--- config.mk ---
export PLATFORM = sky130hd
export DESIGN_NAME = gpio_irq_detect_bank
export DESIGN_NICKNAME = d
export VERILOG_FILES = /design/src/rtl/gpio_irq_pkg.sv /design/src/rtl/gpio_lvl_history.sv /design/src/rtl/gpio_trig_eval.sv /design/src/rtl/gpio_sts_cell.sv /design/src/rtl/gpio_irq_detect_bank.sv
export SDC_FILE = /design/constraint.sdc
export NUM_CORES = 1
export LEC_CHECK = 0
export BUFFER_PORTS_ARGS = -buffer_cell sky130_fd_sc_hd__buf_2
export CAP_MARGIN = 30
export CORE_UTILIZATION = 38
export CTS_CLUSTER_DIAMETER = 40
export DETAILED_ROUTE_END_ITERATION = 10
export HOLD_SLACK_MARGIN = 0.12
export PLACE_DENSITY = 0.75
export SLEW_MARGIN = 0
export SYNTH_ARGS = -nofsm -noshare
export SYNTH_HDL_FRONTEND = slang
export SYNTH_SLANG_ARGS = --single-unit
--- constraint.sdc ---
create_clock -name clk -period 1.1 [get_ports clk]
set_input_delay 0.11 -clock clk [delete_from_list [all_inputs] [get_ports clk]]
set_output_delay 0.11 -clock clk [all_outputs]
set_load 0.05 [all_outputs]
--- src/rtl/gpio_irq_pkg.sv ---
package gpio_irq_pkg;
  typedef enum logic [1:0] {
    ACT_HIGH = 2'b00,
    ACT_LOW  = 2'b01,
    ACT_BOTH = 2'b10,
    ACT_NONE = 2'b11
  } act_mode_e;

  localparam int unsigned WAKE_STATES = 3;
  localparam int unsigned MODE_W      = 2;
endpackage

--- src/rtl/gpio_lvl_history.sv ---
module gpio_lvl_history #(
  parameter int unsigned NPINS = 4
) (
  input  logic             clk,
  input  logic             rst,
  input  logic [NPINS-1:0] lvl,
  output logic [NPINS-1:0] prev_lvl,
  output logic             hist_vld
);
  always_ff @(posedge clk) begin
    if (rst) begin
      prev_lvl <= '0;
      hist_vld <= 1'b0;
    end else begin
      prev_lvl <= lvl;
      hist_vld <= 1'b1;
    end
  end
endmodule

--- src/rtl/gpio_trig_eval.sv ---
module gpio_trig_eval
  import gpio_irq_pkg::*;
(
  input  logic       lvl,
  input  logic       prev_lvl,
  input  logic       hist_vld,
  input  logic       level_sel,
  input  act_mode_e  mode,
  output logic       trig
);
  logic rise;
  logic fall;

  assign rise = hist_vld & lvl & ~prev_lvl;
  assign fall = hist_vld & ~lvl & prev_lvl;

  always_comb begin
    trig = 1'b0;
    if (level_sel) begin
      unique case (mode)
        ACT_HIGH: trig = lvl;
        ACT_LOW:  trig = ~lvl;
        default:  trig = 1'b0;
      endcase
    end else begin
      unique case (mode)
        ACT_HIGH: trig = rise;
        ACT_LOW:  trig = fall;
        ACT_BOTH: trig = rise | fall;
        default:  trig = 1'b0;
      endcase
    end
  end
endmodule

--- src/rtl/gpio_sts_cell.sv ---
module gpio_sts_cell (
  input  logic clk,
  input  logic rst,
  input  logic hit,
  input  logic wake_arm,
  input  logic clr_irq,
  input  logic clr_wake,
  input  logic unmask,
  output logic irq_sts,
  output logic wake_sts,
  output logic pending
);
  logic irq_nxt;
  logic wake_nxt;

  // a new trigger wins over a clear in the same cycle
  assign irq_nxt  = (irq_sts & ~clr_irq) | hit;
  assign wake_nxt = (wake_sts & ~clr_wake) | (hit & wake_arm);

  always_ff @(posedge clk) begin
    if (rst) begin
      irq_sts  <= 1'b0;
      wake_sts <= 1'b0;
      pending  <= 1'b0;
    end else begin
      irq_sts  <= irq_nxt;
      wake_sts <= wake_nxt;
      pending  <= (irq_nxt | wake_nxt) & unmask;
    end
  end
endmodule

--- src/rtl/gpio_irq_detect_bank.sv ---
module gpio_irq_detect_bank
  import gpio_irq_pkg::*;
#(
  parameter int unsigned NPINS = 4,
  parameter int unsigned IDXW  = (NPINS > 1) ? $clog2(NPINS) : 1
) (
  input  logic                         clk,
  input  logic                         rst,
  input  logic [NPINS-1:0]             pin_level,
  input  logic [NPINS-1:0]             cfg_trig_level,
  input  logic [MODE_W*NPINS-1:0]      cfg_act_mode,
  input  logic [NPINS-1:0]             cfg_irq_en,
  input  logic [NPINS-1:0]             cfg_unmask,
  input  logic [WAKE_STATES*NPINS-1:0] cfg_wake_en,
  input  logic                         clr_we,
  input  logic [IDXW-1:0]              clr_idx,
  input  logic                         clr_irq,
  input  logic                         clr_wake,
  output logic [NPINS-1:0]             irq_sts,
  output logic [NPINS-1:0]             wake_sts,
  output logic [NPINS-1:0]             pending
);
  logic [NPINS-1:0] prev_lvl;
  logic             hist_vld;
  logic [NPINS-1:0] clr_sel;

  gpio_lvl_history #(.NPINS(NPINS)) u_hist (
    .clk      (clk),
    .rst      (rst),
    .lvl      (pin_level),
    .prev_lvl (prev_lvl),
    .hist_vld (hist_vld)
  );

  always_comb begin
    for (int i = 0; i < NPINS; i++) begin
      clr_sel[i] = clr_we && (clr_idx == IDXW'(i));
    end
  end

  for (genvar g = 0; g < NPINS; g++) begin : g_pin
    logic trig;
    logic hit;
    logic wake_arm;

    gpio_trig_eval u_eval (
      .lvl       (pin_level[g]),
      .prev_lvl  (prev_lvl[g]),
      .hist_vld  (hist_vld),
      .level_sel (cfg_trig_level[g]),
      .mode      (act_mode_e'(cfg_act_mode[MODE_W*g +: MODE_W])),
      .trig      (trig)
    );

    assign hit      = trig & cfg_irq_en[g];
    assign wake_arm = |cfg_wake_en[WAKE_STATES*g +: WAKE_STATES];

    gpio_sts_cell u_sts (
      .clk      (clk),
      .rst      (rst),
      .hit      (hit),
      .wake_arm (wake_arm),
      .clr_irq  (clr_sel[g] & clr_irq),
      .clr_wake (clr_sel[g] & clr_wake),
      .unmask   (cfg_unmask[g]),
      .irq_sts  (irq_sts[g]),
      .wake_sts (wake_sts[g]),
      .pending  (pending[g])
    );
  end
endmodule

==> impl_metrics.env <==
export IMPL_crit_required_ns=1.31
export IMPL_placed_area_sq_um=1160
export IMPL_fill_cells=223
export IMPL_cell_internal_pwr_mw=0.977
export IMPL_cts_sinks=17
export IMPL_drt_total_wl_um=2280
export IMPL_n_antenna_cell=0
export IMPL_cts_tree="done"
export IMPL_gp_congestion=0.842
export IMPL_finalMaxSlewViolations=0
export IMPL_clock_skew_ns=0.00357
export IMPL_switchingPower_mw=0.447
export IMPL_grt_max_degree=18
export IMPL_cts_buffers=3
export IMPL_cellPowerDensity_nw_per_um2=1070
export IMPL_final_cell_mix="buf_2, dfxtp_1, dlygate4sd3_1, inv_1"
export IMPL_combPwrFrac_pct=29.6
export IMPL_period_share_pct=104
export IMPL_rsz0062_at_grt="true"
export IMPL_post_cts_buffers=0
export IMPL_fmax_ghz=0.872
export IMPL_synth_area_sq_um=910
export IMPL_final_common_cell="buf_2"
export IMPL_post_drt_wl_per_cell_um=12.1
export IMPL_path_cells="nand2_1 > o311ai_2 > nand3_2 > a311oi_1"
export IMPL_syn2layout_area_growth_pct=46.4
export IMPL_synthCells=98
export IMPL_chipWidth_um=50.9
export IMPL_initial_core_util_pct=40.7
export IMPL_outcome="finished, violations left"
export IMPL_drv_cap=0
export IMPL_crit_type="reg2reg"
export IMPL_fin_area_sq_um=1330
export IMPL_peakVddDrop_mv=0.645
export IMPL_fin_crit_ns=1.15
export IMPL_yosysWarnings=0
export IMPL_firstDrtPassIters=4
export IMPL_setup_viol=8
export IMPL_post_route_cells_drive_above_1_share_pct=46.3
export IMPL_ant_nets=0
export IMPL_grt_ovfl_total=0
export IMPL_syn_area_per_cell_sq_um=9.28
export IMPL_pwr_share_clk_pct=23.2
export IMPL_insertion_delay_ns=0.29
export IMPL_crit_fanout=7
export IMPL_syn_nets=141
export IMPL_grt_usage_pct=19.7
export IMPL_via_count=949
export IMPL_setup_slack_ns=-0.0468
export IMPL_clock_path_buffers=2
export IMPL_cts_max_level=1
export IMPL_hold_violations=0
export IMPL_seq_power_share_pct=47.2
export IMPL_worstMarginPinSlew_ns=0.421
export IMPL_slew_limit_headroom_pct=71.5
export IMPL_fin_nets=204
export IMPL_io_pins=55
export IMPL_core_area_sq_um=2230
export IMPL_ys_types=22
export IMPL_cpMaxStageDelayCell="dfxtp_4"
export IMPL_leakage_nw=0.602
export IMPL_hpwl_um=1730
export IMPL_seq_area_frac_synth_pct=37.4
export IMPL_power_switching_fraction_pct=31.4
export IMPL_root_buffer="clkbuf_4"
export IMPL_stdcell_count=188
export IMPL_start_kind="flip-flop"
export IMPL_ys_ff_latch=17
export IMPL_grt_pass1_vias=973
export IMPL_grt_pass1_wl_um=3880
export IMPL_num_rows=17
export IMPL_arrival_ns=1.35
export IMPL_hp_class="in2reg"
export IMPL_drc=0
export IMPL_die_h_um=50.9
export IMPL_die_area_sq_um=2590
export IMPL_clk_pin_slew_ns=0.09
export IMPL_portBuffers=54
export IMPL_worst_setup_path_end_kind="flip-flop"
export IMPL_antenna_found_initial=0
export IMPL_drt_iter0_markers=22
export IMPL_viasPerCell=5.05
export IMPL_violations="setup timing"
export IMPL_max_stage_delay_ns=0.39
export IMPL_dp_cells=172
## worst max-delay path, delay by kind of cell (launching register included)
family	cells	cell delay, ns
simple gates	2	0.21
compound gates	2	0.46
flops	1	0.39
## power groups by stage
stage / Combinational, mW / Clock, mW / Sequential [mW]
after detailed placement: 0.378 / 0 / 0.687
after global routing: 0.457 / 0.385 / 0.676
final: 0.422 / 0.331 / 0.672
after global placement: 0.370 / 0 / 0.685
after floorplan: 0.260 / 0 / 0.681
after CTS: 0.413 / 0.343 / 0.671
## layout make-up
cell class / count / area (sq um) / area share, %
multi-input combinational: 59 / 464 / 34.9
timing repair buffer: 71 / 428 / 32.1
sequential: 17 / 344 / 25.8
tap: 28 / 35.0 / 2.63
inverter: 9 / 33.8 / 2.54
clock buffer: 4 / 26.3 / 1.97
## stage by stage
stage / total power [mW] / TNS (ns) / setup WS (ns) / util (%) / hold slack, ns
global route: 1.52 / -0.948 / -0.127 / 59.6 / 0.178
CTS: 1.43 / -0.0728 / -0.0225 / 58.8 / 0.160
floorplan: 0.942 / 0 / 0.0468 / - / 0.182
global placement: 1.05 / -0.0189 / -0.0173 / 51.9 / 0.334
finish: 1.42 / -0.122 / -0.0468 / 59.6 / 0.159
detailed placement: 1.06 / -0.253 / -0.0537 / 51.9 / 0.334
## worst paths after layout
check,startpoint,to,slack (ns),depth (start not counted)
setup / recovery,u_hist.hist_vld,g_pin[2].u_sts.pending,-0.05,4
hold / removal,cfg_wake_en[7],g_pin[2].u_sts.wake_sts,0.16,3
setup reg to reg,u_hist.hist_vld,g_pin[2].u_sts.pending,-0.05,4
hold reg to reg,g_pin[1].u_sts.irq_sts,g_pin[1].u_sts.irq_sts,0.52,2
## logic make-up after synthesis
group	after synthesis	share of synthesized area (%)
XOR/XNOR	6	5.78
AO/OA/AOI/OAI	31	25.3
AND/OR/NAND/NOR	22	17.5
flip-flops	17	37.4
buffers and inverters	22	14.0
## state kept, by name, indices dropped and copies added (netlist names)
| signal | cells |
|---|---|
| g_pin.u_sts.irq_sts | 4 |
| u_hist.hist_vld | 1 |
| g_pin.u_sts.pending | 4 |
| u_hist.prev_lvl | 4 |
| g_pin.u_sts.wake_sts | 4 |
## per-layer routing
layer	GRT usage, %	routed length [um]
met1	21.2	903
met3	5.36	165
met2	36.8	1180
met5	0	0
met4	6.02	24
## synthesized netlist by cell type
library cell	n	area share (%)
a211oi_1	4	3.3
nor2b_1	4	2.8
a311oi_1	4	3.9
nor4b_1	4	3.9
o31ai_1	2	1.7
nand4bb_1	3	3.7
nand2_1	6	2.5
a21oi_1	4	2.2
clkbuf_1	1	0.41
a221o_1	1	1.1
o21ai_1	6	3.3
inv_1	8	3.3
o311ai_1	1	0.96
dfxtp_1	17	37
buf_4	12	9.9
nand3_2	3	3.3
xnor2_1	6	5.8
o21ai_0	5	2.8
nand2b_1	2	1.4
inv_2	1	0.41
a21o_1	1	0.83
o311ai_2	3	5.4
## timing repair
item / in CTS / in global routing
endpoints found under the hold margin: 15 / 0
pin swaps: 4 / 1
hold buffers: 12 / 0
gates resized for setup: 2 / 3
gates cloned: 0 / 0
endpoints found under the setup margin: 8 / 11
(Power assumes the default switching activity.)
